[src/rtl/mac_seq_pkg.sv]
package mac_seq_pkg;
    typedef enum logic [2:0] {
        ST_IDLE,
        ST_RD_A,
        ST_RD_B,
        ST_ACC,
        ST_F_RD,
        ST_F_WR,
        ST_FINISH
    } mac_state_t;
endpackage

[src/rtl/mac_prod.sv]
module mac_prod #(
    parameter int DW   = 16,
    parameter int ACCW = 32
) (
    input  logic [DW-1:0]   a_i,
    input  logic [DW-1:0]   b_i,
    input  logic            mixed_i,
    output logic [ACCW-1:0] prod_o
);
    logic signed [ACCW-1:0] ext_a;
    logic signed [ACCW-1:0] ext_b;
    logic signed [ACCW-1:0] prod_s;

    // A is zero-extended in mixed mode, sign-extended otherwise; B is always signed
    assign ext_a  = mixed_i ? $signed(ACCW'(a_i)) : ACCW'($signed(a_i));
    assign ext_b  = ACCW'($signed(b_i));
    assign prod_s = ext_a * ext_b;
    assign prod_o = $unsigned(prod_s);
endmodule

[src/rtl/mac_fir_mode.sv]
module mac_fir_mode (
    input  logic clk,
    input  logic rst_n,
    input  logic set_i,
    input  logic clr_i,
    output logic mode_o
);
    always_ff @(posedge clk or negedge rst_n) begin
        if (!rst_n)
            mode_o <= 1'b0;
        else if (clr_i)
            mode_o <= 1'b0;
        else if (set_i)
            mode_o <= 1'b1;
    end


    fir_clear_chk: assert property (@(posedge clk) disable iff (!rst_n)
        clr_i |=> !mode_o);

    fir_set_chk: assert property (@(posedge clk) disable iff (!rst_n)
        (set_i && !clr_i) |=> mode_o);
endmodule

[src/rtl/mac_seq.sv]
module mac_seq
    import mac_seq_pkg::*;
#(
    parameter int DW   = 16,
    parameter int AW   = 16,
    parameter int NW   = 8,
    parameter int ACCW = 32
) (
    input  logic               clk,
    input  logic               rst_n,
    input  logic               start,
    input  logic [NW-1:0]      count,
    input  logic [AW-1:0]      ptr_a,
    input  logic [AW-1:0]      ptr_b,
    input  logic               mode_mixed,
    input  logic               fir_set,
    input  logic               fir_clr,
    output logic [AW-1:0]      mem_addr,
    output logic               mem_re,
    output logic               mem_we,
    output logic [DW-1:0]      mem_wdata,
    input  logic [DW-1:0]      mem_rdata,
    output logic [DW-1:0]      result_lo,
    output logic [ACCW-DW-1:0] result_hi,
    output logic [AW-1:0]      ptr_a_out,
    output logic [AW-1:0]      ptr_b_out,
    output logic               done
);
    localparam logic [NW-1:0] ONE_N = NW'(1);

    mac_state_t       st, st_nx;
    logic [AW-1:0]    base_a, base_b;
    logic [NW-1:0]    n_q, idx;
    logic             mixed_q, fir_q, fir_mode;
    logic [DW-1:0]    opa_q;
    logic [ACCW-1:0]  acc_q, prod;
    logic             last_elem;

    mac_fir_mode u_mode (
        .clk    (clk),
        .rst_n  (rst_n),
        .set_i  (fir_set),
        .clr_i  (fir_clr),
        .mode_o (fir_mode)
    );

    mac_prod #(.DW(DW), .ACCW(ACCW)) u_prod (
        .a_i     (opa_q),
        .b_i     (mem_rdata),
        .mixed_i (mixed_q),
        .prod_o  (prod)
    );

    assign last_elem = (idx == n_q - ONE_N);

    // next state
    always_comb begin
        st_nx = st;
        unique case (st)
            ST_IDLE:   if (start) st_nx = (count == '0) ? ST_FINISH : ST_RD_A;
            ST_RD_A:   st_nx = ST_RD_B;
            ST_RD_B:   st_nx = ST_ACC;
            ST_ACC: begin
                if (!last_elem)
                    st_nx = ST_RD_A;
                else if (fir_q && n_q > ONE_N)
                    st_nx = ST_F_RD;
                else
                    st_nx = ST_FINISH;
            end
            ST_F_RD:   st_nx = ST_F_WR;
            ST_F_WR:   st_nx = (idx == ONE_N) ? ST_FINISH : ST_F_RD;
            ST_FINISH: st_nx = ST_IDLE;
            default:   st_nx = ST_IDLE;
        endcase
    end

    // state register
    always_ff @(posedge clk or negedge rst_n) begin
        if (!rst_n) st <= ST_IDLE;
        else        st <= st_nx;
    end

    // outputs
    always_comb begin
        mem_addr  = '0;
        mem_re    = 1'b0;
        mem_we    = 1'b0;
        mem_wdata = mem_rdata;
        done      = 1'b0;
        unique case (st)
            ST_RD_A: begin
                mem_addr = base_a + AW'(idx);
                mem_re   = 1'b1;
            end
            ST_RD_B: begin
                mem_addr = base_b + AW'(idx);
                mem_re   = 1'b1;
            end
            ST_F_RD: begin
                mem_addr = base_a + AW'(idx) - AW'(1);
                mem_re   = 1'b1;
            end
            ST_F_WR: begin
                mem_addr = base_a + AW'(idx);
                mem_we   = 1'b1;
            end
            ST_FINISH: done = 1'b1;
            default: ;
        endcase
    end

    // datapath
    always_ff @(posedge clk or negedge rst_n) begin
        if (!rst_n) begin
            base_a    <= '0;
            base_b    <= '0;
            n_q       <= '0;
            idx       <= '0;
            mixed_q   <= 1'b0;
            fir_q     <= 1'b0;
            opa_q     <= '0;
            acc_q     <= '0;
            ptr_a_out <= '0;
            ptr_b_out <= '0;
        end else begin
            unique case (st)
                ST_IDLE: if (start) begin
                    base_a    <= ptr_a;
                    base_b    <= ptr_b;
                    n_q       <= count;
                    idx       <= '0;
                    mixed_q   <= mode_mixed;
                    fir_q     <= fir_mode;
                    acc_q     <= '0;
                    ptr_a_out <= ptr_a + AW'(count);
                    ptr_b_out <= ptr_b + AW'(count);
                end
                ST_RD_B: opa_q <= mem_rdata;
                ST_ACC: begin
                    acc_q <= acc_q + prod;
                    idx   <= last_elem ? n_q - ONE_N : idx + ONE_N;
                end
                ST_F_WR: idx <= idx - ONE_N;
                default: ;
            endcase
        end
    end

    assign result_lo = acc_q[DW-1:0];
    assign result_hi = acc_q[ACCW-1:DW];


    done_one_cycle_chk: assert property (@(posedge clk) disable iff (!rst_n)
        done |=> !done);

    mem_excl_chk: assert property (@(posedge clk) disable iff (!rst_n)
        !(mem_re && mem_we));

    zero_count_chk: assert property (@(posedge clk) disable iff (!rst_n)
        (st == ST_IDLE && start && count == '0) |=> (done && !mem_re && !mem_we));

    keep_first_chk: assert property (@(posedge clk) disable iff (!rst_n)
        mem_we |-> (mem_addr != base_a));

    busy_start_chk: assert property (@(posedge clk) disable iff (!rst_n)
        (st != ST_IDLE) |=> ($stable(base_a) && $stable(n_q) && $stable(ptr_a_out)));
endmodule

[config.mk]
export PLATFORM = sky130hd
export DESIGN_NAME = mac_seq
export DESIGN_NICKNAME = d
export VERILOG_FILES = /design/src/rtl/mac_seq_pkg.sv /design/src/rtl/mac_prod.sv /design/src/rtl/mac_fir_mode.sv /design/src/rtl/mac_seq.sv
export SDC_FILE = /design/constraint.sdc
export NUM_CORES = 1
export LEC_CHECK = 0
export BUFFER_PORTS_ARGS = -buffer_cell sky130_fd_sc_hd__buf_2
export CAP_MARGIN = 20
export CORE_MARGIN = 2
export CORE_UTILIZATION = 40
export CTS_CLUSTER_DIAMETER = 100
export CTS_CLUSTER_SIZE = 10
export DETAILED_ROUTE_END_ITERATION = 12
export PLACE_DENSITY = 0.62
export SYNTH_ARGS = -nofsm -noshare
export SYNTH_HDL_FRONTEND = slang
export SYNTH_SLANG_ARGS = --single-unit
[constraint.sdc]
create_clock -name clk -period 18.7 [get_ports clk]
set_input_delay 0.935 -clock clk [delete_from_list [all_inputs] [get_ports clk]]
set_output_delay 0.935 -clock clk [all_outputs]
set_load 0.01 [all_outputs]
# [After elaboration in Yosys (flattened, before gate mapping)]
# Cells that the tools add are included.
[totals] register_bits=134 out_inout_bits=99 wordCells=61
[classes] reduce_logical=11 mul=1 order_cmp=1 muxes=18 n_addsub=9 eq_ne=9
[op_table] operator="adder 16 x 8 -> 16 bit" count=4
[op_table] operator="2-to-1 mux 32 bit" count=2
[op_table] operator="one-hot mux 32 bit (2 select lines)" count=1
[op_table] operator="one-hot mux 16 bit (3 select lines)" count=1
[op_table] operator="adder 32 bit" count=1
[op_table] operator="multiplier 32 x 16 -> 32 bit" count=1
[op_table] operator="one-hot mux 8 bit (3 select lines)" count=1
[op_table] operator="one-hot mux 3 bit (6 select lines)" count=1
[op_table] operator="2-to-1 mux 8 bit" count=2
[op_table] operator="subtractor 16 x 1 -> 16 bit (second input constant)" count=1
[op_table] operator="subtractor 8 x 1 -> 8 bit (second input constant)" count=2
[op_table] operator="equality test 3 bit (second input constant)" count=3
[op_table] operator="2-to-1 mux 3 bit" count=3
[op_table] operator="adder 8 x 1 -> 8 bit (second input constant)" count=1
[op_table] operator="equality test 8 x 1 -> 1 bit (second input constant)" count=1
[op_table] operator="equality test 8 bit" count=1
[op_table] operator="greater-than comparator 8 x 1 -> 1 bit (second input constant)" count=1
[op_table] operator="logical NOT 8 bit" count=1
[op_table] operator="equality test 3 x 2 -> 1 bit (second input constant)" count=2
[op_table] operator="AND reduction 2 bit" count=3
[op_table] operator="2-to-1 mux 1 bit" count=5
[op_table] operator="2-to-1 mux 2 bit" count=2
[op_table] operator="nonzero test 2 bit" count=2
[op_table] operator="equality test 3 x 1 -> 1 bit (second input constant)" count=1
[op_table] operator="other kinds (6)" count=6

# [Depth between registers and ports, before layout]
# Gate-level depths: netlist (run 1).
[logic_depth] ltp_word=5 ltp_mapped=25 mapped_depth_nobuf=23

# [Hierarchy]
# Synthesis (run 1) repeated with hierarchy kept, for this count alone.
[unflattened] hier_cells=2383 area_unflattened_um2=20259.4
[modules_own_cells] module="mac_prod" instances=1 area_per_inst_um2=10357.4 cells_per_inst=1165
[modules_own_cells] module="mac_seq" instances=1 area_per_inst_um2=9867.0 cells_per_inst=1216
[modules_own_cells] module="mac_fir_mode" instances=1 area_per_inst_um2=35.0 cells_per_inst=2

# [Worst setup path before layout (run 1)]
# OpenSTA, ideal clock, no wires.
[synth_path] path_type="register -> register" startpoint="register opa_q[15]" endpoint="register acc_q[29]" required_time_ns=18.564 path_slack_ns=12.197 arrival_time_ns=6.367 setup_time_ns=0.136 stages_incl_launch_ff=26 period_less_slack_ns=6.503 cell_sequence="dfrtp_1 -> clkbuf_1 -> nor2b_1 -> clkbuf_1 -> nand2_1 -> fa_1 -> inv_1 -> fa_1 -> inv_1 -> fa_1 -> inv_1 -> fa_1 -> fa_1 -> inv_1 -> fa_1 -> inv_1 -> ha_1 -> clkbuf_1 -> a21oi_1 -> o21ai_0 -> a21oi_1 -> o21ai_0 -> a211o_1 -> a21oi_1 -> xor2_1 -> o21ai_0"
[synth_between] elab_chain_len=4
[synth_lines] element="start: declaration" line_no="mac_seq.sv:35" text="logic [DW-1:0] opa_q;"
[synth_lines] element="start signal: assignment" line_no="mac_seq.sv:139" text="ST_RD_B: opa_q <= mem_rdata;"
[synth_lines] element="2-to-1 mux 32 bit" line_no="mac_prod.sv:15" text="assign ext_a = mixed_i ? $signed(ACCW'(a_i)) : ACCW'($signed(a_i));"
[synth_lines] element="multiplier 32 x 16 -> 32 bit" line_no="mac_prod.sv:17" text="assign prod_s = ext_a * ext_b;"
[synth_lines] element="adder 32 bit" line_no="mac_seq.sv:141" text="acc_q <= acc_q + prod;"
[synth_lines] element="one-hot mux 32 bit (2 select lines)" line_no="mac_seq.sv:127" text="unique case (st)"
[synth_lines] element="end signal: assignment" line_no="mac_seq.sv:141"
[synth_lines] element="end: declaration" line_no="mac_seq.sv:36" text="logic [ACCW-1:0] acc_q, prod;"
# Every way passes these cells.
# A chain may end at the register's enable or synchronous reset.

# [Final worst setup path (run 1)]
# Same ends and word-level chain as after synthesis.

==> results by group, run 1 <==
Placed design
  – IO Port Bufs: 160
  – Routability cong.: 0.898
  – Dpl hpwl: about 42000 µm

STA
  – Slew Limit Fails: 0
  – Final setup vio count: 0
  – Max-Slew Margin vs Limit: 0.321
  – Fin crit share: 0.397
  – Worst Clk Skew: roughly 0.0079 ns
  – Post-layout min period: 7.42 ns
  – Unrepaired setup endpoints after global routing: false
  – Max Clk Rate: 135 MHz
  – Slew @ Worst Pin: 1.02 ns
  – Hold Vio Cnt, Final: 0
  – TNS Setup: 0 ns

Die
  – Core ar.: between 40000 and 50000 µm²
  – Initial Util: 0.407
  – Die height: ~220 µm
  – # rows: 80
  – Die Wd: ~220 µm
  – Ports: 161
  – Die Footprint: 50600 µm²

Detailed routing
  – Detailed-router iteration count before antenna repair: 7
  – Vias per cell: 5.24
  – Drt total wl: 52400 µm
  – Drt initial violations: 1030
  – Wire length per cell: 17.8 µm
  – Post-route ant nets: 0
  – Via count: 15410
  – Drt drc: 0

Synth
  – Net Count, Synth: 2741
  – Number of enable flip-flop cells after synthesis: 0
  – Synth warn: 0
  – Synth async-reset ratio: 1.00
  – Top post-synthesis cells by count: 403 x nand2_1, 372 x inv_1, 304 x fa_1, 135 x and2_1, 135 x ha_1
  – Share of the synthesized area in the top cell type: 0.312
  – Syn Std Cell Area: around 20000 µm²
  – Seq cells post-synth: 134
  – Most frequent cell after synthesis: nand2_1
  – Sequential area share after synthesis: 0.172
  – Average size of a mapped cell: 8.72 µm²
  – Dominant cells by area after synthesis: fa_1 31%, dfrtp_1 17%, ha_1 8.7%, nand2_1 7.7%, inv_1 7.2%
  – Cell variety after synth: 77
  – Top FF cell, synth: dfrtp_1
  – Cells after Synth: ~2200
  – Largest area contributor in the netlist: fa_1

Status
  – Status: finished, final reports clean

Setup path
  – Critical path fanouts, max: 18
  – CP arrival: approximately 7.7 ns
  – Worst Setup Start Kind: register
  – Kind of critical path: register to register
  – R2r worst-path depth: 22
  – Worst setup EP type: register
  – CP Data Required Time: roughly 19 ns

Cells and area
  – Number of fill cells in the layout: 4682
  – Share of layout cells above drive strength 1: 0.0929
  – Final net count: 2815
  – Layout area overhead: 9.11%

GRT
  – First-pass GRT wire length: 87100 µm
  – Met1 usage: 0.289
  – Met2 usage: 0.373
  – Largest net degree at the start of global routing: between 100 and 150
  – GRT overflow: 0
  – GR Util All Layers: 0.217
  – Most Crowded Layer GR: met2
  – Vias in the first global route: ~16000
  – Met3 GRT Util: 0.0300
  – Antenna violations before repair: 5

Run
  – Max cap viols: 0

Clock tree
  – TritonCTS Buffers: 17
  – Root Driver: clkbuf_16
  – Setup Buffers After CTS: 0
  – H-tree lvl count: 4
  – Clock Latency Late Sink: between 0.4 and 0.5 ns
  – CTS hold repair buffers: 0
  – Clk slew on worst S/H paths: 0.06 ns
  – Resized Gates After CTS: 0
  – Clock sink count: 134
  – CTS Buffer Depth: 2
  – CTS tree: yes

Min path
  – Hold Crit Depth: 2
  – Hold crit path type: register to register
==> per-stage QoR <==
stage	hold slack [ns]	util	instances	area [µm²]	setup slack [ns]
after floorplan	0.440	-	2240	19500	12.20
after global placement	0.457	0.432	2910	20700	11.41
after detailed placement	0.471	0.432	2910	20700	11.32
after CTS	0.487	0.444	2939	21300	11.29
after global routing	0.503	0.444	2941	21300	10.68
final	0.482	0.444	2942	21300	11.28
==> cells by family (layout without fill, tap and decap cells) <==
| logic type | Yosys count | in the layout | synth area share |
|---|---|---|---|
| multiplexers | 7 | 7 | 0.00372 |
| AO/OA/AOI/OAI | 294 | 294 | 0.0977 |
| flip-flops | 134 | 134 | 0.172 |
| other | 0 | 3 | 0 |
| AND/OR/NAND/NOR | 774 | 774 | 0.184 |
| adder cells (fa/ha/maj) | 439 | 439 | 0.398 |
| XOR/XNOR | 107 | 107 | 0.0487 |
| buffers and inverters | 485 | 569 | 0.0964 |
==> per-layer routing <==
metal | vias to the layer above | wire length, µm
li1 | 7165 | -
met2 | 404 | 25900
met4 | 6 | 1080
met5 | - | 28
met3 | 70 | 2760
met1 | 7765 | 22700
==> worst paths after layout <==
check,from,endpoint,slack [ns]
hold / removal,ptr_b_out[11],ptr_b_out[11],0.48
max in group asynchronous,rst_n,opa_q[2],17.00
min in group asynchronous,rst_n,acc_q[29],0.62
setup reg to reg,opa_q[15],acc_q[29],11.28
setup / recovery,opa_q[15],acc_q[29],11.28
hold reg to reg,ptr_b_out[11],ptr_b_out[11],0.48
==> layout by cell type, fill, tap and decap left out, types with 7 or more instances in the layout <==
master,netlist,routed
nand2_1,403,402
inv_1,372,372
fa_1,304,304
buf_2,1,159
ha_1,135,135
and2_1,135,134
dfrtp_1,134,134
o21ai_0,103,103
nor2_1,78,77
xnor2_1,58,58
a21oi_1,50,50
xor2_1,48,48
nand3_1,41,41
nor3_1,33,32
a211oi_1,18,18
clkbuf_16,0,17
a21o_1,15,15
nand2b_1,14,14
and3_1,14,14
or3_1,12,12
o211ai_1,11,11
nor3b_1,9,9
o21a_1,9,9
o22ai_1,9,9
a31oi_1,8,8
o21bai_1,8,8
a211o_1,7,7
nor2b_1,7,7
nand4_1,7,7
buf_4,16,7
==> sequential cells by signal (all words and copies together) (netlist names) <==
name,count
idx,8
acc_q,32
ptr_b_out,16
base_a,16
opa_q,16
n_q,8
ptr_a_out,16
u_mode.mode_o,1
base_b,16
st,3
fir_q,1
mixed_q,1
==> area by class of cell <==
cell class	count	area, µm²	area share
Inverter	373	1400	0.0657
Timing Repair Buffer	167	860	0.0403
Clock inverter	12	181	0.00852
Clock buffer	17	425	0.0200
Antenna cell	3	7.51	0.000352
Tap cell	615	769	0.0361
Multi-Input combinational cell	1621	14300	0.672
Sequential cell	134	3350	0.157
==> worst max-delay path, cell delays in order, from the launching register on <==
cell,delay (ns)
dfrtp_1,0.67
nor2b_1,0.81
nand2_1,0.29
fa_1,0.78
inv_1,0.10
fa_1,0.51
inv_1,0.05
fa_1,0.49
inv_1,0.05
fa_1,0.50
fa_1,0.50
inv_1,0.05
fa_1,0.48
inv_1,0.05
ha_1,0.36
a21oi_1,0.42
o21ai_0,0.16
a21oi_1,0.20
o21ai_0,0.12
a211o_1,0.28
a21oi_1,0.17
xor2_1,0.15
o21ai_0,0.09
Power of run 1 is not shown: default switching activity piles up to over one toggle a cycle in this logic, so the estimate is an artifact.
==> run 2, diff against run 1 <==
--- a/config.mk
+++ b/config.mk
@@ -12,7 +12,7 @@
 export CTS_CLUSTER_DIAMETER = 100
 export CTS_CLUSTER_SIZE = 10
 export DETAILED_ROUTE_END_ITERATION = 12
-export PLACE_DENSITY = 0.62
+export PLACE_DENSITY = 0.64
 export SYNTH_ARGS = -nofsm -noshare
 export SYNTH_HDL_FRONTEND = slang
 export SYNTH_SLANG_ARGS = --single-unit
==> constraint.sdc (replaced) <==
create_clock -name clk -period 6.1 [get_ports clk]
set_input_delay 0.305 -clock clk [delete_from_list [all_inputs] [get_ports clk]]
set_output_delay 0.305 -clock clk [all_outputs]
set_load 0.01 [all_outputs]
==> results by group, run 2 (synthesized netlist as in run 1, its figures left out) <==
Status
  – Status: finished, final reports clean

Clock tree
  – TritonCTS Buffers: 17
  – Clock Latency Late Sink: around 0.45 ns
  – Clk slew on worst S/H paths: 0.07 ns
  – H-tree lvl count: 4
  – CTS tree: yes
  – Root Driver: clkbuf_16
  – Clock sink count: 134
  – CTS Buffer Depth: 2

Setup path
  – R2r worst-path depth: 21
  – Worst Setup Start Kind: register
  – Reg2reg setup slack: roughly 0.23 ns
  – Worst setup EP type: register
  – Worst r2r dst: acc_q[31]
  – Kind of critical path: register to register
  – CP arrival: 6.18 ns
  – CP Data Required Time: 6.41 ns
  – Critical path fanouts, max: 7
  – Crit path to: acc_q[31]
  – Origin of the worst setup path: mixed_q
  – Reg2Reg Launch Point: mixed_q

Cells and area
  – Most frequent cells in the layout: 399 x nand2_1, 369 x inv_1, 297 x fa_1
  – Top reg by flops: acc_q
  – Final core utilization: 0.461
  – Layout area overhead: 13.2%
  – Most common cell after layout, fill and taps aside: nand2_1
  – Fin area: about 22000 µm²
  – Max reg flops: 32
  – Final net count: roughly 2900
  – Share of layout cells above drive strength 1: 0.141

GRT
  – GR Util All Layers: 0.221
  – First-pass GRT wire length: 88600 µm
  – Largest net degree at the start of global routing: 101
  – GRT overflow: 0
  – Vias in the first global route: 16710
  – Antenna violations before repair: 6

STA
  – Fin crit share: 0.963
  – Hold Vio Cnt, Final: 0
  – Final setup vio count: 0
  – Max Clk Rate: 170 MHz
  – WHS: 0.0838 ns
  – Slew Limit Fails: 0
  – Slew @ Worst Pin: 0.996 ns
  – Post-layout min period: 5.87 ns
  – Worst Clk Skew: around 0.011 ns
  – Worst Slack Setup Final: ~0.23 ns
  – Max-Slew Margin vs Limit: 0.336

Die
  – Core ar.: between 40000 and 50000 µm²
  – Ports: 161
  – Initial Util: 0.407
  – Die height: roughly 220 µm
  – Die Footprint: 50600 µm²
  – # rows: 80
  – Die Wd: 225 µm

Min path
  – Hold crit path type: input pin to register

Detailed routing
  – Post-route ant nets: 0
  – Drt initial violations: around 800
  – Via count: 15671
  – Drt drc: 0
  – Drt total wl: 52900 µm
  – Vias per cell: 5.17
  – Wire length per cell: 17.4 µm
  – Detailed-router iteration count before antenna repair: 5

Placed design
  – IO Port Bufs: 160
  – Routability cong.: 0.890
  – Placed cell areas: 21300 µm²
  – Post-Place Setup Slack: -0.0419 ns
  – Dpl hpwl: between 40000 and 50000 µm

Run
  – Max cap viols: 0
[run 2: how the worst min path moves through the flow]
stage	start	to	slack, ns	cells past startpoint
after global placement	rst_n	base_a[10]	0.36	1
after floorplan	rst_n	acc_q[0]	0.009	0
after detailed placement	rst_n	base_a[10]	0.36	1
after CTS	ptr_b[7]	base_b[7]	0.06	3
after global routing	ptr_b[7]	base_b[7]	0.08	3
final	ptr_b[15]	base_b[15]	0.08	3
[run 2: layer usage]
layer,global-route usage,vias to the layer above,share of wire
li1,-,7344,-
met1,0.286,7879,0.43
met2,0.387,392,0.51
met3,0.0396,54,0.053
met4,0.0474,2,0.015
met5,0,-,0.00025
[run 2: area by class of cell]
type,count,area (µm²)
Timing Repair Buffer,251,1520
Clock buffer,21,450
Clock inverter,11,92.6
Tap cell,615,769
Sequential cell,134,3360
Multi-Input combinational cell,1621,14500
Inverter,373,1400
Antenna cell,5,12.5
Fill cell,4625,25800
[run 2: repair_timing]
item                       in CTS  in global routing
setup endpoints to repair       2                 13
hold buffers                    2                  0
hold endpoints to repair       60                  0
pin swaps                       1                 35
resized for setup               1                 52
buffers inserted                1                  4
[run 2: stage by stage]
| step | std cells | TNS [ns] |
|---|---|---|
| finish | 3031 | 0 |
| floorplan | 2240 | 0 |
| CTS | 3022 | 0 |
| global route | 3028 | -0.0106 |
| detailed placement | 2987 | -0.0419 |
| global placement | 2987 | 0 |
[run 2: critical path, stage by stage (launching register included)]
cell and delay, ns:
dfrtp_1 0.43, nor2b_4 0.25, nand2_2 0.11, fa_2 0.52, buf_4 0.17, fa_1 0.61, inv_2 0.09, buf_4 0.17
fa_1 0.49, inv_1 0.06, fa_1 0.55, inv_1 0.05, fa_1 0.48, inv_1 0.05, fa_1 0.48, inv_1 0.04
ha_1 0.20, or3_1 0.41, a211oi_1 0.22, o21bai_1 0.12, xnor2_1 0.13, o21ai_0 0.08
Power of run 2 is left out for the same reason.
==> run 3, diff against run 2 <==
--- a/config.mk
+++ b/config.mk
@@ -8,11 +8,11 @@
 export BUFFER_PORTS_ARGS = -buffer_cell sky130_fd_sc_hd__buf_2
 export CAP_MARGIN = 20
 export CORE_MARGIN = 2
-export CORE_UTILIZATION = 40
+export CORE_UTILIZATION = 55
 export CTS_CLUSTER_DIAMETER = 100
 export CTS_CLUSTER_SIZE = 10
 export DETAILED_ROUTE_END_ITERATION = 12
-export PLACE_DENSITY = 0.64
+export PLACE_DENSITY = 0.79
 export SYNTH_ARGS = -nofsm -noshare
 export SYNTH_HDL_FRONTEND = slang
 export SYNTH_SLANG_ARGS = --single-unit
==> constraint.sdc (replaced) <==
create_clock -name clk -period 6.3 [get_ports clk]
set_input_delay 0.315 -clock clk [delete_from_list [all_inputs] [get_ports clk]]
set_output_delay 0.315 -clock clk [all_outputs]
set_load 0.01 [all_outputs]
==> results by group, run 3 (synthesized netlist as in run 1, its figures left out) <==
Run
  – Max cap viols: 0

Die
  – Ports: 161
  – Core ar.: roughly 35000 µm²
  – # rows: 69
  – Die Footprint: 37000 µm²
  – Initial Util: 0.554
  – Die Wd: 192 µm
  – Die height: 192 µm

Cells and area
  – Max reg flops: 32
  – Share of layout cells above drive strength 1: 0.120
  – Most common cell after layout, fill and taps aside: nand2_1
  – Multi-input logic area: around 14000 µm²
  – Final net count: 2862
  – Top reg by flops: acc_q
  – Number of fill cells in the layout: 2923
  – Most frequent cells in the layout: 402 x nand2_1, 371 x inv_1, 303 x fa_1
  – FF+latch area: 3360 µm²
  – Layout area overhead: 10.5%

Clock tree
  – H-tree lvl count: 4
  – Root Driver: clkbuf_16
  – CTS tree: yes
  – Clock sink count: around 130
  – TritonCTS Buffers: 17
  – CTS Buffer Depth: 2
  – Clk slew on worst S/H paths: 0.07 ns
  – Clock Latency Late Sink: 0.44 ns

STA
  – Slew @ Worst Pin: 0.940 ns
  – Worst Clk Skew: 0.0138 ns
  – Max Clk Rate: approximately 160 MHz
  – Max-Slew Margin vs Limit: 0.374
  – Final setup vio count: 0
  – Slew Limit Fails: 0
  – TNS Setup: 0 ns
  – Hold Vio Cnt, Final: 0
  – Fin crit share: 0.967
  – Post-layout min period: slightly above 6 ns

Status
  – Status: finished, final reports clean

Setup path
  – CP Data Required Time: 6.61 ns
  – Worst r2r dst: acc_q[29]
  – Reg2Reg Launch Point: opa_q[4]
  – Kind of critical path: register to register
  – Worst Setup Start Kind: register
  – R2r worst-path depth: 19
  – Critical path fanouts, max: 9
  – CP arrival: around 6.4 ns
  – Reg2reg setup slack: 0.21 ns
  – Worst setup EP type: register

Placed design
  – Routability cong.: 0.961
  – Dpl hpwl: 41500 µm
  – IO Port Bufs: 160

Detailed routing
  – Drt initial violations: 1141
  – Wire length per cell: between 15 and 20 µm
  – Drt drc: 0
  – Detailed-router iteration count before antenna repair: 5
  – Post-route ant nets: 0
  – Via count: approximately 16000
  – Drt total wl: slightly above 50000 µm
  – Vias per cell: 5.59

GRT
  – First-pass GRT wire length: between 80000 and 90000 µm
  – Largest net degree at the start of global routing: 95
  – Vias in the first global route: 16729
  – GR Util All Layers: 0.297
  – Antenna violations before repair: 3
  – GRT overflow: 0

Min path
  – Hold crit path type: input pin to register
  – WHS Endpoint: u_mode.mode_o
  – Start point of the worst hold path: fir_clr
  – Hold Crit Depth: 2
[run 3: cell types whose count changed in the layout (fill, tap and decap cells not counted), sizes merged, moves of 2 or more]
cell      change
bufinv        +3
diode         -4
clkinv        -3
clkinvlp      +2
clkbuf        -3
buf          -36
[run 3: cell type report]
| class | instances | share of cell area |
|---|---|---|
| diodes | 1 | 0.000116 |
| clock buffers | 18 | 0.0204 |
| clock inverters | 14 | 0.00864 |
| inverters | 373 | 0.0649 |
| multi-input cells | 1621 | 0.666 |
| flip-flops and latches | 134 | 0.156 |
| well taps | 461 | 0.0267 |
| repair buffers | 214 | 0.0574 |
[run 3: critical path, cell delays in order (launching register included)]
cell      delay, ns
dfrtp_1        0.49
buf_4          0.22
and2_1         0.18
fa_1           0.58
fa_1           0.45
ha_1           0.23
fa_1           0.47
fa_1           0.55
inv_1          0.05
fa_1           0.48
inv_1          0.04
ha_1           0.22
or3_1          0.38
o21bai_1       0.24
a21oi_1        0.30
o211ai_1       0.28
a211o_1        0.36
a21oi_1        0.17
xor2_1         0.17
o21ai_0        0.09
[run 3: through the flow]
step                worst slack [ns]  area (µm²)  hold WS, ns   util  std cells
global route                 -0.0241       21600       0.0151  0.612       2835
finish                         0.209       21600       0.0171  0.612       2836
detailed placement            0.0497       20800        0.346  0.591       2800
floorplan                     0.0707       19500       0.0194      -       2240
global placement               0.120       20800        0.343  0.591       2800
CTS                           0.0766       21500       0.0116  0.610       2833
[run 3: routing by layer]
metal  vias up  track usage  wire length (µm)
li1       7254            -                 -
met1      7885        0.377             20600
met2       577        0.505             25700
met3       131       0.0558              3420
met4         0        0.112              1850
met5         -            0                 0
[run 3: how the worst max path moves through the flow]
stage / slack [ns] / startpoint / cells after the start / endpoint
4_1_cts: 0.08 / opa_q[6] / 20 / acc_q[23]
3_3_place_gp: 0.12 / mem_rdata[4] / 21 / acc_q[23]
3_5_place_dp: 0.05 / mem_rdata[5] / 22 / acc_q[23]
5_1_grt: -0.02 / opa_q[5] / 20 / acc_q[23]
6_report: 0.21 / opa_q[4] / 19 / acc_q[29]
2_1_floorplan: 0.07 / opa_q[15] / 25 / acc_q[29]
[run 3: timing repair]
action / 4_1_cts / 5_1_grt
hold buffers: 1 / 0
setup buffers: 0 / 1
gates resized for setup: 0 / 23
hold endpoints to repair: 53 / 0
endpoints found under the setup margin: 0 / 11
Power of run 3 is left out for the same reason.
